[config.mk]
export PLATFORM = sky130hd
export DESIGN_NAME = smem_decoder
export DESIGN_NICKNAME = d
export VERILOG_FILES = /design/src/rtl/smem_pkg.sv /design/src/rtl/smem_op_decode.sv /design/src/rtl/smem_addr_gen.sv /design/src/rtl/smem_decoder.sv
export SDC_FILE = /design/constraint.sdc
export NUM_CORES = 1
export LEC_CHECK = 0
export BUFFER_PORTS_ARGS = -buffer_cell sky130_fd_sc_hd__buf_2
export CORE_MARGIN = 2
export CORE_UTILIZATION = 47
export CTS_CLUSTER_DIAMETER = 200
export DETAILED_ROUTE_END_ITERATION = 7
export PLACE_DENSITY_LB_ADDON = 0.1
export RECOVER_POWER = 100
export SYNTH_ARGS = -nofsm -noshare
export SYNTH_HDL_FRONTEND = slang
export SYNTH_SLANG_ARGS = --single-unit
export TNS_END_PERCENT = 1
[constraint.sdc]
create_clock -name clk -period 2.8 [get_ports clk]
set_input_delay 0.28 -clock clk [delete_from_list [all_inputs] [get_ports clk]]
set_output_delay 0.28 -clock clk [all_outputs]
set_load 0.005 [all_outputs]
[src/rtl/smem_pkg.sv]
package smem_pkg;

    localparam int RIDX_W = 7;
    localparam int LEN_W  = 5;
    localparam logic [5:0] ENC_TAG = 6'b110000;

    typedef enum logic [2:0] {
        CMD_READ    = 3'd0,
        CMD_WRITE   = 3'd1,
        CMD_INV_ALL = 3'd2,
        CMD_INV_VOL = 3'd3,
        CMD_TIMER   = 3'd4,
        CMD_RTC     = 3'd5,
        CMD_DISCARD = 3'd6
    } smem_cmd_e;

    typedef struct packed {
        logic             legal;
        smem_cmd_e        cmd;
        logic [LEN_W-1:0] len;
        logic             uses_addr;
        logic             line_align;
    } smem_dec_t;

endpackage

[src/rtl/smem_op_decode.sv]
module smem_op_decode
    import smem_pkg::*;
#(
    parameter int M0_IDX = 124
) (
    input  logic [7:0]        opcode,
    input  logic              sbase_lsb,
    input  logic              imm,
    input  logic [RIDX_W-1:0] off_idx,
    output smem_dec_t         dec
);

    logic known;
    logic buffer_op;
    logic store_rule;

    always_comb begin
        dec        = '0;
        dec.cmd    = CMD_READ;
        dec.len    = LEN_W'(1);
        known      = 1'b0;
        buffer_op  = 1'b0;
        store_rule = 1'b0;
        if (opcode[7:3] == 5'd0 && opcode[2:0] <= 3'd4) begin
            known         = 1'b1;
            dec.len       = LEN_W'(1) << opcode[2:0];
            dec.uses_addr = 1'b1;
        end else if (opcode[7:3] == 5'd1 && opcode[2:0] <= 3'd4) begin
            known         = 1'b1;
            buffer_op     = 1'b1;
            dec.len       = LEN_W'(1) << opcode[2:0];
            dec.uses_addr = 1'b1;
        end else if ((opcode[7:3] == 5'd2 || opcode[7:3] == 5'd3) && opcode[2:0] <= 3'd2) begin
            known         = 1'b1;
            buffer_op     = opcode[3];
            store_rule    = 1'b1;
            dec.cmd       = CMD_WRITE;
            dec.len       = LEN_W'(1) << opcode[2:0];
            dec.uses_addr = 1'b1;
        end else begin
            case (opcode)
                8'd32: begin known = 1'b1; dec.cmd = CMD_INV_ALL; end
                8'd34: begin known = 1'b1; dec.cmd = CMD_INV_VOL; end
                8'd36: begin known = 1'b1; dec.cmd = CMD_TIMER;   end
                8'd37: begin known = 1'b1; dec.cmd = CMD_RTC;     end
                8'd40, 8'd41: begin
                    known          = 1'b1;
                    store_rule     = 1'b1;
                    dec.cmd        = CMD_DISCARD;
                    dec.len        = opcode[0] ? LEN_W'(2) : LEN_W'(1);
                    dec.uses_addr  = 1'b1;
                    dec.line_align = 1'b1;
                end
                default: known = 1'b0;
            endcase
        end
        dec.legal = known
                  && !(buffer_op && sbase_lsb)
                  && !(store_rule && !imm && off_idx != RIDX_W'(M0_IDX));
    end

endmodule

[src/rtl/smem_addr_gen.sv]
module smem_addr_gen #(
    parameter int ADDR_W     = 48,
    parameter int DATA_W     = 32,
    parameter int OFF_W      = 20,
    parameter int LINE_BYTES = 64
) (
    input  logic [DATA_W-1:0] base_lo,
    input  logic [DATA_W-1:0] base_hi,
    input  logic              imm,
    input  logic [OFF_W-1:0]  off_field,
    input  logic [DATA_W-1:0] off_reg_val,
    input  logic              line_align,
    output logic [ADDR_W-1:0] addr
);

    localparam int FULL_W = 2 * DATA_W;
    localparam logic [ADDR_W-1:0] LINE_MASK = ~ADDR_W'(LINE_BYTES - 1);

    logic [FULL_W-1:0] base_full;
    logic [DATA_W-1:0] off_sel;
    logic [DATA_W-1:0] off_word;
    logic [ADDR_W-1:0] sum;
    logic              unused_base_top;

    assign base_full       = {base_hi, base_lo};
    assign unused_base_top = ^base_full[FULL_W-1:ADDR_W];

    always_comb begin
        off_sel  = imm ? DATA_W'(off_field) : off_reg_val;
        off_word = off_sel & ~DATA_W'(3);
        sum      = base_full[ADDR_W-1:0] + ADDR_W'(off_word);
        addr     = line_align ? (sum & LINE_MASK) : sum;
    end

endmodule

[src/rtl/smem_decoder.sv]
module smem_decoder
    import smem_pkg::*;
#(
    parameter int ADDR_W     = 48,
    parameter int DATA_W     = 32,
    parameter int M0_IDX     = 124,
    parameter int LINE_BYTES = 64
) (
    input  logic              clk,
    input  logic              rst_n,
    input  logic              instr_valid,
    input  logic [63:0]       instr_word,
    output logic              instr_ready,
    output logic              illegal,
    output logic [6:0]        rf_base_idx,
    input  logic [31:0]       rf_base_lo,
    input  logic [31:0]       rf_base_hi,
    output logic [6:0]        rf_off_idx,
    input  logic [31:0]       rf_off_val,
    output logic              req_valid,
    input  logic              req_ready,
    output logic [2:0]        req_cmd,
    output logic [47:0]       req_addr,
    output logic [6:0]        req_dst,
    output logic              req_store,
    output logic              req_glc,
    output logic              req_last
);

    localparam int OFF_W = 20;
    localparam logic [ADDR_W-1:0] STEP_WORD = ADDR_W'(4);
    localparam logic [ADDR_W-1:0] STEP_LINE = ADDR_W'(LINE_BYTES);

    typedef struct packed {
        logic              busy;
        logic              illegal;
        smem_cmd_e         cmd;
        logic              glc;
        logic [ADDR_W-1:0] addr;
        logic [RIDX_W-1:0] dst;
        logic [LEN_W-1:0]  rem;
    } state_t;

    state_t st_d, st_q;

    // instruction fields
    logic [5:0]        f_sbase;
    logic [RIDX_W-1:0] f_sdata;
    logic              f_glc;
    logic              f_imm;
    logic [7:0]        f_op;
    logic [5:0]        f_enc;
    logic [OFF_W-1:0]  f_off;
    logic              unused_fields;

    assign f_sbase = instr_word[5:0];
    assign f_sdata = instr_word[12:6];
    assign f_glc   = instr_word[16];
    assign f_imm   = instr_word[17];
    assign f_op    = instr_word[25:18];
    assign f_enc   = instr_word[31:26];
    assign f_off   = instr_word[51:32];
    assign unused_fields = ^{instr_word[15:13], instr_word[63:52]};

    assign rf_base_idx = {f_sbase, 1'b0};
    assign rf_off_idx  = f_off[RIDX_W-1:0];

    smem_dec_t         dec;
    logic [ADDR_W-1:0] ea;

    smem_op_decode #(.M0_IDX(M0_IDX)) u_op_decode (
        .opcode    (f_op),
        .sbase_lsb (f_sbase[0]),
        .imm       (f_imm),
        .off_idx   (f_off[RIDX_W-1:0]),
        .dec       (dec)
    );

    smem_addr_gen #(
        .ADDR_W     (ADDR_W),
        .DATA_W     (DATA_W),
        .OFF_W      (OFF_W),
        .LINE_BYTES (LINE_BYTES)
    ) u_addr_gen (
        .base_lo     (rf_base_lo),
        .base_hi     (rf_base_hi),
        .imm         (f_imm),
        .off_field   (f_off),
        .off_reg_val (rf_off_val),
        .line_align  (dec.line_align),
        .addr        (ea)
    );

    always_comb begin
        st_d         = st_q;
        st_d.illegal = 1'b0;
        if (!st_q.busy) begin
            if (instr_valid) begin
                if (dec.legal && f_enc == ENC_TAG) begin
                    st_d.busy = 1'b1;
                    st_d.cmd  = dec.cmd;
                    st_d.glc  = f_glc;
                    st_d.addr = dec.uses_addr ? ea : '0;
                    st_d.dst  = f_sdata;
                    st_d.rem  = dec.len;
                end else begin
                    st_d.illegal = 1'b1;
                end
            end
        end else if (req_ready) begin
            st_d.rem  = st_q.rem - LEN_W'(1);
            st_d.dst  = st_q.dst + RIDX_W'(1);
            st_d.addr = st_q.addr + ((st_q.cmd == CMD_DISCARD) ? STEP_LINE : STEP_WORD);
            if (st_q.rem == LEN_W'(1)) begin
                st_d.busy = 1'b0;
            end
        end
    end

    always_ff @(posedge clk or negedge rst_n) begin
        if (!rst_n) begin
            st_q <= '0;
        end else begin
            st_q <= st_d;
        end
    end

    assign instr_ready = !st_q.busy;
    assign illegal     = st_q.illegal;
    assign req_valid   = st_q.busy;
    assign req_cmd     = st_q.cmd;
    assign req_addr    = st_q.addr;
    assign req_dst     = st_q.dst;
    assign req_store   = st_q.cmd == CMD_WRITE;
    assign req_glc     = st_q.glc;
    assign req_last    = st_q.busy && st_q.rem == LEN_W'(1);

endmodule

# Word level (Yosys, flattened, before mapping)
# Index checks and enable logic that the tools add are counted.
[op_classes]
muxes = 36
eq_ne = 15
n_reduce_logical = 22
magnitude_cmp = 2
bitwise = 1
shift = 1
addsub = 4
[ops]
columns = ["cell", "n"]
rows = [
  ["60-bit 2-to-1 mux", 2],
  ["66-bit 2-to-1 mux", 1],
  ["64-bit 2-to-1 mux", 1],
  ["48-bit by 32-bit adder with 48-bit output", 1],
  ["48-bit by 7-bit adder with 48-bit output", 1],
  ["8-bit by 6-bit equality test with 1-bit output, second input constant", 6],
  ["48-bit 2-to-1 mux", 1],
  ["32-bit 2-to-1 mux", 1],
  ["1-bit 2-to-1 mux", 19],
  ["6-bit 2-to-1 mux", 3],
  ["3-bit one-hot mux with 5 select lines", 1],
  ["7-bit 2-to-1 mux", 2],
  ["5-bit by 1-bit equality test with 1-bit output, second input constant", 2],
  ["5-bit by 2-bit equality test with 1-bit output, second input constant", 2],
  ["1-bit logical AND", 10],
  ["9-bit 2-to-1 mux", 1],
  ["7-bit by 1-bit adder with 7-bit output, second input constant", 1],
  ["7-bit inequality test, second input constant", 1],
  ["6-bit equality test, second input constant", 1],
  ["3-bit 2-to-1 mux", 2],
  ["3-bit AND reduction", 2],
  ["6-bit OR reduction", 1],
  ["5-bit logical NOT", 1],
  ["5-bit 2-to-1 mux", 1],
  ["13 further kinds", 17],
]
[word_totals]
inputBits = 164
out_inout_bits = 78
regBits = 66
elab_cells = 88

# Longest topological paths before layout
# Gate-level depths: netlist of the first run.
[depth]
depth_word = 14
mapped_depth = 14
ltp_nobuf = 13

# Cells and area by module
# A second synthesis of the first run with hierarchy kept.
[hier_totals]
hier_cells = 913
hier_area_um2 = 7200.7
[modules_own_cells]
columns = ["module", "n_inst", "cells_per_inst", "area_each_um2", "seq_area_each_um2"]
rows = [
  ["smem_decoder", 1, 542, 4539.4, 1651.6],
  ["smem_addr_gen", 1, 322, 2339.7, 0.0],
  ["smem_op_decode", 1, 49, 321.6, 0.0],
]

# Worst setup path after synthesis of the first run
# Ideal clock, no wire load.
[synth_path]
kind = "input-to-reg"
from = "input port instr_word[17]"
to = "register st_q (netlist bit req_addr[42])"
stages = 12
n_path_buf = 1
setup_time_ps = 134
setup_slack_ps = -390
arrival_ps = 3056
cell_sequence = "buf_1 mux2_2 ha_1 a21o_1 a211o_1 o21a_1 a21o_1 a31o_1 and2_1 a21oi_2 mux2i_1 o211ai_1"
[synth_between]
elab_chain_cells = 8
word_cells_on_any_way = 14
[synth_rtl]
columns = ["element", "line", "rtl"]
rows = [
  ["from (decl)", "smem_decoder.sv:12", "input logic [63:0] instr_word,"],
  ["branches (longest 8 deep; another with 48-bit by 32-bit adder with 48-bit output)", "--", ""],
  ["to (signal assigned)", "smem_decoder.sv:124", "st_q <= st_d;"],
  ["to (decl)", "smem_decoder.sv:44", "state_t st_d, st_q;"],
]
# Several ways; the timed one is not identified. The select of a mux whose other input is x is not followed.
# A chain may end at the register's enable or synchronous reset.

# Final worst setup path of the first run
[layout_path]
from = "input port instr_word[17]"
to = "register st_q (netlist bit req_addr[43])"
# The elaborated chain is that of the path after synthesis.

==> out/qor.txt, run 1 <==
Worst hold path type: in -> reg
Worst slew margin: 0.461
Max-Cap Viols: 0
CTS Buffer Depth: 2
Clock transition at path regs: 0.06 ns
Number of buffers added on ports: 197
Area after DPL: 8330 um2
Total power: 3.29 mW
DRT iter0 DRCs: 442
Synth Cell Area: 6930 um2
Syn Area/Cell: 7.89 um2
Final period utilization: 0.965
Postcts setup bufs: 0
Starting density of the core: 0.478
Synth async-reset ratio: 1.00
Drt total wl: 19500 um
Die Y: 125 um
Layout cells sized above 1: 0.336
Worst skew pair latency: 0.34 ns
DRC: 0
Cell row count: 44
Pin count of the biggest net entering global routing: 40
Fmax: 370 MHz
CP endpoint kind: flip-flop
R2R depth: 12
Yosys warns: 0
Max VDD drop: 0.234 mV
CTS tree: done
Setup Crit Path Kind: in -> reg
H-tree levels: 3
CP Max Fanout: 18
Core Area: 14500 um2
Final instance area: 8770 um2
Cells after Synth: 878
Final Hold Viols: 0
Antenna violations before repair: 0
Die area: 15700 um2
Required @ worst endpoint: 3.02 ns
Die W: 125 um
Fin Setup TNS: 0 ns
Slew Viols, Final: 0
Top_reg_cell synth: dfrtp_1
Clk_skew: 0.00660 ns
Worst Path Arrival: 2.92 ns
Sink Count: 66
DRT Pass-1 Iters: 5
DR WL/cell: 15.3 um
CTS Root Cell: clkbuf_16
Placer Congestion: 0.839
Area Growth Syn to Fin: 26.6%
First-pass GRT wire length: 32100 um
FF+latch count, synth: 66
TritonCTS buffer count: 9
Dpl hpwl: 15000 um
Unique cell type count in the Yosys netlist: 77
Lkg Pwr: 4.07 nW
Top Ports: 242
EDFF count, synth: 0
Fin util: 0.605
GRT Util Overall: 0.246
Diodes inserted: 0
Cell Pwr Density: 375 nW/um2
Synthesized Nets: 1079
Total gr overflow: 0
Via count: 7059
Status: complete, no violations
Sequential area share after synthesis: 0.238
Hold WS: 0.145 ns
Fillers: 1384
Tmin final: 2.70 ns
RSZ-0062 raised after global routing: true
Remaining antenna violation count: 0
Vias per inst: 5.55
Vias in the first global route: 6650
Worst slew pin tran: 0.809 ns
Count of final setup violators: 0
Post-layout nets: 1283
Worst Hold Depth: 3
Element type at the critical path start: input port
[stage by stage]
stage,worst slack [ns],instances
2_1_floorplan,-0.0433,878
3_3_place_gp,-0.364,1254
3_5_place_dp,-0.406,1254
4_1_cts,-0.00314,1271
5_1_grt,-0.0874,1271
6_report,0.0972,1271
[critical path, cell delays in order]
cell and delay [ns]:
buf_4 0.11, buf_12 0.16, mux2_2 0.34, ha_1 0.29
buf_4 0.15, nand2_1 0.08, or4_4 0.53, o22ai_4 0.17
a21oi_2 0.09, buf_12 0.15, a2111oi_4 0.33, xnor2_1 0.16
o21ai_1 0.07
[layer usage]
metal | share of wire | track usage | vias to the layer above
li1 | - | - | 3578
met1 | 0.45 | 0.321 | 3233
met2 | 0.47 | 0.416 | 222
met3 | 0.054 | 0.0342 | 26
met4 | 0.023 | 0.0869 | 0
met5 | 0 | 0 | -
[power breakdown]
part | switching, mW | internal (mW)
combinational | 0.520 | 0.531
clock | 0.425 | 0.738
sequential | 0.0660 | 1.01
[synth_stat cells (9+ instances only)]
master,number,share of area
nand2_1,104,0.056
buf_4,73,0.079
a21oi_1,66,0.048
dfrtp_1,66,0.24
nor2_1,41,0.022
nor3_1,41,0.030
o21ai_1,40,0.029
ha_1,36,0.065
nand3_1,33,0.024
xnor2_1,27,0.034
a22oi_1,25,0.027
mux2_2,22,0.036
o21ai_0,21,0.015
clkbuf_1,20,0.011
a21o_1,19,0.021
buf_2,16,0.012
nand4_1,16,0.014
inv_1,15,0.0081
xor2_1,15,0.019
nor2b_1,14,0.013
and3_1,13,0.012
o21a_1,11,0.012
nor4_1,9,0.0081
[sequential cells by signal, indices dropped and copies added (netlist names)]
| signal | flops |
|---|---|
| illegal | 1 |
| req_addr | 48 |
| req_cmd | 3 |
| req_dst | 7 |
| req_glc | 1 |
| req_valid | 1 |
| st_q | 5 |
[layout make-up]
class / count / area, um2 / area share
clock inverters: 2 / 35.0 / 0.00400
repair buffers: 304 / 1820 / 0.207
multi-input cells: 685 / 4710 / 0.537
inverters: 16 / 60.1 / 0.00685
well taps: 184 / 230 / 0.0263
flip-flops and latches: 66 / 1650 / 0.188
clock buffers: 14 / 264 / 0.0301
[worst paths after layout]
check,startpoint,to,slack (ns)
max,instr_word[17],req_addr[43],0.1
min,instr_word[16],req_glc,0.15
max reg2reg,req_cmd[0],req_addr[46],0.13
min reg2reg,req_glc,req_glc,0.46
max in group asynchronous,rst_n,req_addr[8],1.01
min in group asynchronous,rst_n,req_glc,0.53
[cell usage in the layout, fill, tap and decap left out, drive strengths merged, types with 4 or more instances in the layout]
master	instances
nor3	42
a32oi	5
a21o	19
nand3	34
o22ai	4
nand4	17
clkbuf	39
and4	6
xor2	15
nor3b	5
a31oi	5
o21bai	4
nand2	105
a211oi	5
mux2	22
a22oi	25
nor2	43
or4	7
o211ai	7
and3	13
a21oi	68
nor4b	4
o21ai	61
nor4	10
nand2b	6
or3	6
a221o	4
and2	7
inv	16
mux2i	7
o21a	11
nor2b	14
buf	278
ha	36
xnor2	27
a2bb2oi	5
dfrtp	66
[repair_timing]
action,CTS,global route
pin swaps,2,8
resized for setup,2,27
endpoints found under the setup margin,5,29
hold buffers,1,0
endpoints found under the hold margin,11,0
[cell families after synthesis]
family | Yosys count | share of synthesized area
muxes | 29 | 0.0459
and+or+nand+nor | 324 | 0.243
adders and majority gates | 37 | 0.0679
DFF | 66 | 0.238
other | 1 | 0.000541
xor gates and xnor gates | 42 | 0.0531
buffers and inverters | 127 | 0.111
AOI/OAI and AO/OA | 252 | 0.240
(Power assumes the default switching activity.)
==> run 2: changes to the inputs <==
--- a/config.mk
+++ b/config.mk
@@ -11,7 +11,6 @@
 export CTS_CLUSTER_DIAMETER = 200
 export DETAILED_ROUTE_END_ITERATION = 7
 export PLACE_DENSITY_LB_ADDON = 0.1
-export RECOVER_POWER = 100
 export SYNTH_ARGS = -nofsm -noshare
 export SYNTH_HDL_FRONTEND = slang
 export SYNTH_SLANG_ARGS = --single-unit
==> run 2 against run 1 <==
Compared with the run above:
- die area is the same
- hold slack lost 0.0013 ns
- via count shrank 0.17%
- maximum frequency is essentially flat
- core utilization grew 0.21 points
- count of clock-buffer cells in the layout is the same
- power grew 0.18%
- setup slack gained 0.00055 ns
- critical path type unchanged
- critical endpoint is now req_addr[42]
==> out/qor.txt, run 2 (synthesis results as in run 1) <==
Worst skew pair latency: 0.34 ns (about the same)
Via count: 7047 (was 7059)
Slew Viols, Final: 0 (unchanged)
Pin count of the biggest net entering global routing: 40 (unchanged)
CTS tree: done (unchanged)
Area Growth Syn to Fin: 27.0% (was 26.6%)
DR WL/cell: 15.3 um (about the same)
DRC: 0 (unchanged)
Max VDD drop: 0.235 mV (was 0.234 mV)
Status: complete, no violations (unchanged)
Lkg Pwr: 4.15 nW (was 4.07 nW)
Top Ports: 242 (unchanged)
Die area: 15700 um2 (unchanged)
Cell Pwr Density: 374 nW/um2 (was 375 nW/um2)
Pre-CTS WS: -0.406 ns (unchanged)
Layout cells sized above 1: 0.354 (was 0.336)
Setup ws final: 0.0977 ns (was 0.0972 ns)
Fin Setup TNS: 0 ns (unchanged)
Fillers: 1370 (was 1384)
Dpl hpwl: 15000 um (unchanged)
Vias per inst: 5.54 (was 5.55)
Crit-path cells: buf_4 -> buf_12 -> mux2_4 -> ha_4 -> a21o_1 -> a211o_1 -> o21a_1 -> a21o_1 -> a31o_1 -> and2_4 -> a21oi_4 -> mux2i_1 -> o211ai_1 (was buf_4 -> buf_12 -> mux2_2 -> ha_1 -> buf_4 -> nand2_1 -> or4_4 -> o22ai_4 -> a21oi_2 -> buf_12 -> a2111oi_4 -> xnor2_1 -> o21ai_1)
CP peak stage delay: 0.31 ns (was 0.53 ns)
Vias in the first global route: 6650 (unchanged)
Element type at the critical path start: input port (unchanged)
Slowest-stage cell, CP: mux2_4 (was or4_4)
DRT iter0 DRCs: 442 (unchanged)
Total gr overflow: 0 (unchanged)
Die W: 125 um (unchanged)
Required @ worst endpoint: 3.01 ns (was 3.02 ns)
Worst slew margin: 0.655 (was 0.461)
Final period utilization: 0.965 (about the same)
DRT Pass-1 Iters: 5 (unchanged)
First-pass GRT wire length: 32100 um (unchanged)
Sink Count: 66 (unchanged)
Setup Crit Path Kind: in -> reg (unchanged)
Number of buffers added on ports: 197 (unchanged)
CTS Root Cell: clkbuf_16 (unchanged)
Max-Cap Viols: 0 (unchanged)
Drt total wl: 19500 um (about the same)
CP Max Fanout: 18 (unchanged)
Top cell by count, worst path: a21o_1
Final Hold Viols: 0 (unchanged)
Clk_skew: 0.00707 ns (was 0.00660 ns)
Clock transition at path regs: 0.06 ns (about the same)
Diodes inserted: 0 (unchanged)
GRT Util Overall: 0.246 (unchanged)
Antenna violations before repair: 0 (unchanged)
Placer Congestion: 0.839 (unchanged)
H-tree levels: 3 (unchanged)
CP endpoint kind: flip-flop (unchanged)
Postcts setup bufs: 0 (unchanged)
Worst hold path type: in -> reg (unchanged)
Tmin final: 2.70 ns (about the same)
Die Y: 125 um (unchanged)
Most frequent cells in the layout: buf_2 (196), nand2_1 (104), buf_4 (102), dfrtp_1 (66), a21oi_1 (61) (was buf_2 (176), nand2_1 (104), buf_4 (97), dfrtp_1 (66), a21oi_1 (61))
RSZ-0062 raised after global routing: true (unchanged)
Commonest non-fill, non-tap cell in the layout: buf_2 (unchanged)
Starting density of the core: 0.478 (unchanged)
Total power: 3.29 mW (about the same)
Worst Path Arrival: 2.91 ns (was 2.92 ns)
TritonCTS buffer count: 9 (unchanged)
Count of final setup violators: 0 (unchanged)
Post-layout nets: 1283 (unchanged)
Worst slew pin tran: 0.513 ns (was 0.809 ns)
CTS Buffer Depth: 2 (unchanged)
Fmax: 370 MHz (about the same)
Max FFs per register: 48 (unchanged)
Cell row count: 44 (unchanged)
Remaining antenna violation count: 0 (unchanged)
Core Area: 14500 um2 (unchanged)
run 2: cell types whose count changed in the layout (fill, tap and decap cells not counted):
cell and change:
buf_2 +20, clkbuf_1 -20, buf_4 +5, clkbuf_4 -3
clkbuf_2 -2
run 2: critical path: cells and delay by family:
kind	cells	cell delay (ns)
simple gates	1	0.18
compound gates	7	1.41
mux	2	0.54
buf+inv	2	0.28
fa+ha+maj	1	0.22
run 2: timing repair:
| item | CTS | global route |
|---|---|---|
| pin swaps | 2 | 8 |
| hold buffers | 1 | 0 |
| setup endpoints to repair | 5 | 29 |
| gates resized for setup | 2 | 27 |
| hold endpoints to repair | 11 | 0 |
run 2: power breakdown:
| part | switching [mW] | total [mW] | internal (mW) | leakage (nW) |
|---|---|---|---|---|
| Sequential | 0.0656 | 1.07 | 1.01 | 0.905 |
| Clock | 0.426 | 1.16 | 0.738 | 0.147 |
| Combinational | 0.520 | 1.06 | 0.536 | 3.10 |
| Total | 1.01 | 3.29 | 2.28 | 4.15 |
run 2: layer usage:
metal,wire length [um],part of all wire,track usage
met1,8880,0.46,0.321
met2,9160,0.47,0.416
met3,959,0.049,0.0342
met4,459,0.024,0.0869
met5,0,0,0
run 2: path summary, 6_finish.rpt:
kind                                 from            to  slack (ns)  cells past startpoint
setup / recovery           instr_word[17]  req_addr[42]         0.1                     13
hold / removal             instr_word[16]       req_glc        0.14                      3
setup reg to reg               req_cmd[0]  req_addr[46]        0.12                     12
hold reg to reg                   req_glc       req_glc        0.46                      2
max in group asynchronous           rst_n   req_addr[8]        1.70                      3
min in group asynchronous           rst_n       req_glc        0.37                      2
run 2: final cells by class:
cell class                 count  area, um2  share of cell area
clock buffer                  14        264              0.0300
clock inverter                 2       35.0             0.00398
inverter                      16       60.1             0.00683
multi-input combinational    685       4710               0.535
sequential                    66       1650               0.188
tap                          184        230              0.0262
timing repair buffer         304       1850               0.210
run 2: metrics by stage:
| step | hold WS [ns] | cell area, um2 | util | instances |
|---|---|---|---|---|
| final | 0.144 | 8800 | 0.608 | 1271 |
| after global routing | 0.172 | 8800 | 0.608 | 1271 |
| after CTS | 0.138 | 8660 | 0.598 | 1271 |
| after detailed placement | 0.192 | 8330 | 0.576 | 1254 |
| after global placement | 0.185 | 8330 | 0.576 | 1254 |
| after floorplan | -0.0156 | 6980 | - | 878 |
==> run 3: changes to the inputs <==
--- a/config.mk
+++ b/config.mk
@@ -6,8 +6,10 @@
 export NUM_CORES = 1
 export LEC_CHECK = 0
 export BUFFER_PORTS_ARGS = -buffer_cell sky130_fd_sc_hd__buf_2
+export CELL_PAD_IN_SITES_DETAIL_PLACEMENT = 1
+export CELL_PAD_IN_SITES_GLOBAL_PLACEMENT = 1
 export CORE_MARGIN = 2
-export CORE_UTILIZATION = 47
+export CORE_UTILIZATION = 33
 export CTS_CLUSTER_DIAMETER = 200
 export DETAILED_ROUTE_END_ITERATION = 7
 export PLACE_DENSITY_LB_ADDON = 0.1
==> run 3 against run 2 <==
Compared with the run above:
- the run now ends with negative hold slack left
- non-clock buffer count is 16 higher
- critical path depth did not move
- first-iteration DRC count fell by 45%
- sequential power about the same
==> out/qor.txt, run 3 (synthesis results as in run 1) <==
Status: finished, violations left (was complete, no violations)
Failing checks: negative hold slack
CP endpoint kind: flip-flop (unchanged)
DR WL/cell: 16.7 um (was 15.3 um)
Tmin final: 2.75 ns (was 2.70 ns)
Reg-to-Reg Start: req_cmd[2] (was req_cmd[0])
H-tree levels: 3 (unchanged)
Final Hold Viols: 4 (was 0)
Crit-path cells: buf_4 -> buf_12 -> mux2_2 -> ha_4 -> and3_4 -> nand4_1 -> or4_4 -> o22ai_4 -> a21oi_2 -> buf_12 -> a2111oi_4 -> xnor2_1 -> o21ai_1 (was buf_4 -> buf_12 -> mux2_4 -> ha_4 -> a21o_1 -> a211o_1 -> o21a_1 -> a21o_1 -> a31o_1 -> and2_4 -> a21oi_4 -> mux2i_1 -> o211ai_1)
Starting density of the core: 0.333 (was 0.478)
DRT iter0 DRCs: 242 (was 442)
CP Max Fanout: 17 (was 18)
Sink Count: 66 (unchanged)
Post-layout nets: 1299 (was 1283)
Worst reg2reg endpoint: req_addr[47] (was req_addr[46])
Setup Crit Path Kind: in -> reg (unchanged)
Vias in the first global route: 7376 (was 6650)
Die area: 22200 um2 (was 15700 um2)
Area Growth Syn to Fin: 32.1% (was 27.0%)
Die Y: 149 um (was 125 um)
Slowest-stage cell, CP: or4_4 (was mux2_4)
CTS tree: done (unchanged)
GRT Util Overall: 0.206 (was 0.246)
Commonest non-fill, non-tap cell in the layout: buf_2 (unchanged)
Diodes inserted: 0 (unchanged)
RSZ-0062 raised after global routing: true (unchanged)
Fmax: 363 MHz (was 370 MHz)
Total gr overflow: 0 (unchanged)
Max FFs per register: 48 (unchanged)
Clk_skew: 0.00593 ns (was 0.00707 ns)
CTS Root Cell: clkbuf_16 (unchanged)
Drt total wl: 23000 um (was 19500 um)
First-pass GRT wire length: 37100 um (was 32100 um)
Worst skew pair latency: 0.34 ns (about the same)
R2R Setup Slk: 0.14 ns (was 0.12 ns)
Top Ports: 242 (unchanged)
Hold WS: -0.0120 ns (was 0.144 ns)
Count of final setup violators: 0 (unchanged)
CP peak stage delay: 0.45 ns (was 0.31 ns)
CTS Buffer Depth: 2 (unchanged)
R2R depth: 13 (was 12)
Max-Cap Viols: 0 (unchanged)
Worst Path Arrival: 2.97 ns (was 2.91 ns)
Placer Congestion: 0.820 (was 0.839)
Die W: 149 um (was 125 um)
Worst hold path type: in -> async (was in -> reg)
TritonCTS buffer count: 9 (unchanged)
Core Area: 20800 um2 (was 14500 um2)
Pin count of the biggest net entering global routing: 42 (was 40)
Cell row count: 53 (was 44)
Launch point of the critical path: instr_word[17] (unchanged)
Via count: 7237 (was 7047)
Clock transition at path regs: 0.06 ns (about the same)
DRC: 0 (unchanged)
Worst slew pin tran: 0.705 ns (was 0.513 ns)
Required @ worst endpoint: 3.01 ns (about the same)
Remaining antenna violation count: 0 (unchanged)
Top cell by count, worst path: buf_12 (was a21o_1)
Fin Setup TNS: 0 ns (unchanged)
Final period utilization: 0.983 (was 0.965)
Antenna violations before repair: 0 (unchanged)
Worst slew margin: 0.530 (was 0.655)
Layout cells sized above 1: 0.375 (was 0.354)
Most frequent cells in the layout: buf_2 (196), buf_4 (117), nand2_1 (104), dfrtp_1 (66), a21oi_1 (60) (was buf_2 (196), nand2_1 (104), buf_4 (102), dfrtp_1 (66), a21oi_1 (61))
Cell Pwr Density: 374 nW/um2 (about the same)
Number of buffers added on ports: 197 (unchanged)
DRT Pass-1 Iters: 4 (was 5)
Vias per inst: 5.25 (was 5.54)
Cts hold-fix bufs: 0 (was 1)
Dpl hpwl: 18400 um (was 15000 um)
Lkg Pwr: 4.25 nW (was 4.15 nW)
Slew Viols, Final: 0 (unchanged)
Max VDD drop: 0.244 mV (was 0.235 mV)
Element type at the critical path start: input port (unchanged)
-- run 3: changes by cell type in the layout (fill, tap and decap cells not counted), sizes merged --
cell / change
dlygate4sd3: -1
clkinv: +1
clkbuf: -3
bufinv: +1
clkinvlp: +1
buf: +17
-- run 3: per-stage QoR --
step	util	setup WS, ns	area [um2]	total power, mW	cells
after global placement	0.413	-0.402	8590	2.14	1361
after global routing	0.439	-0.0850	9150	3.62	1378
after floorplan	-	-0.0433	6980	1.69	878
after CTS	0.430	0.0156	8950	3.42	1377
final	0.439	0.0462	9150	3.42	1378
after detailed placement	0.413	-0.461	8590	2.16	1361
-- run 3: timing repair --
action,CTS,global route
endpoints found under the setup margin,15,26
pin swaps,3,5
setup buffers,0,1
resized for setup,7,33
-- run 3: power breakdown --
part | switching (mW) | leakage (nW) | internal (mW)
registers | 0.0676 | 0.905 | 1.01
logic | 0.547 | 3.18 | 0.564
clock network | 0.432 | 0.156 | 0.801
-- run 3: worst max path at each step --
stage / to
finish: req_addr[43]
global route: req_addr[43]
CTS: req_addr[42]
detailed placement: req_addr[46]
global placement: req_addr[42]
floorplan: req_addr[42]
-- run 3: worst max-delay path: cells and delay by family --
kind,cells,cell delay [ns]
AOI/OAI and AO/OA,4,0.68
xor gates and xnor gates,1,0.16
muxes,1,0.37
adders and majority gates,1,0.29
buffers and inverters,3,0.41
and+or+nand+nor,3,0.78
-- run 3: final cells by class --
class	count	area, um2
multi-input cells	685	4780
repair buffers	320	1990
clock buffers	11	243
well taps	275	344
flip-flops and latches	66	1650
fillers	2627	11700
inverters	16	60.1
clock inverters	5	77.6
-- run 3: metal layers --
layer | vias up | routed length [um] | track usage
met5 | - | 0 | 0
met2 | 117 | 11400 | 0.367
li1 | 3601 | - | -
met4 | 0 | 415 | 0.0576
met3 | 25 | 772 | 0.0294
met1 | 3494 | 10300 | 0.260
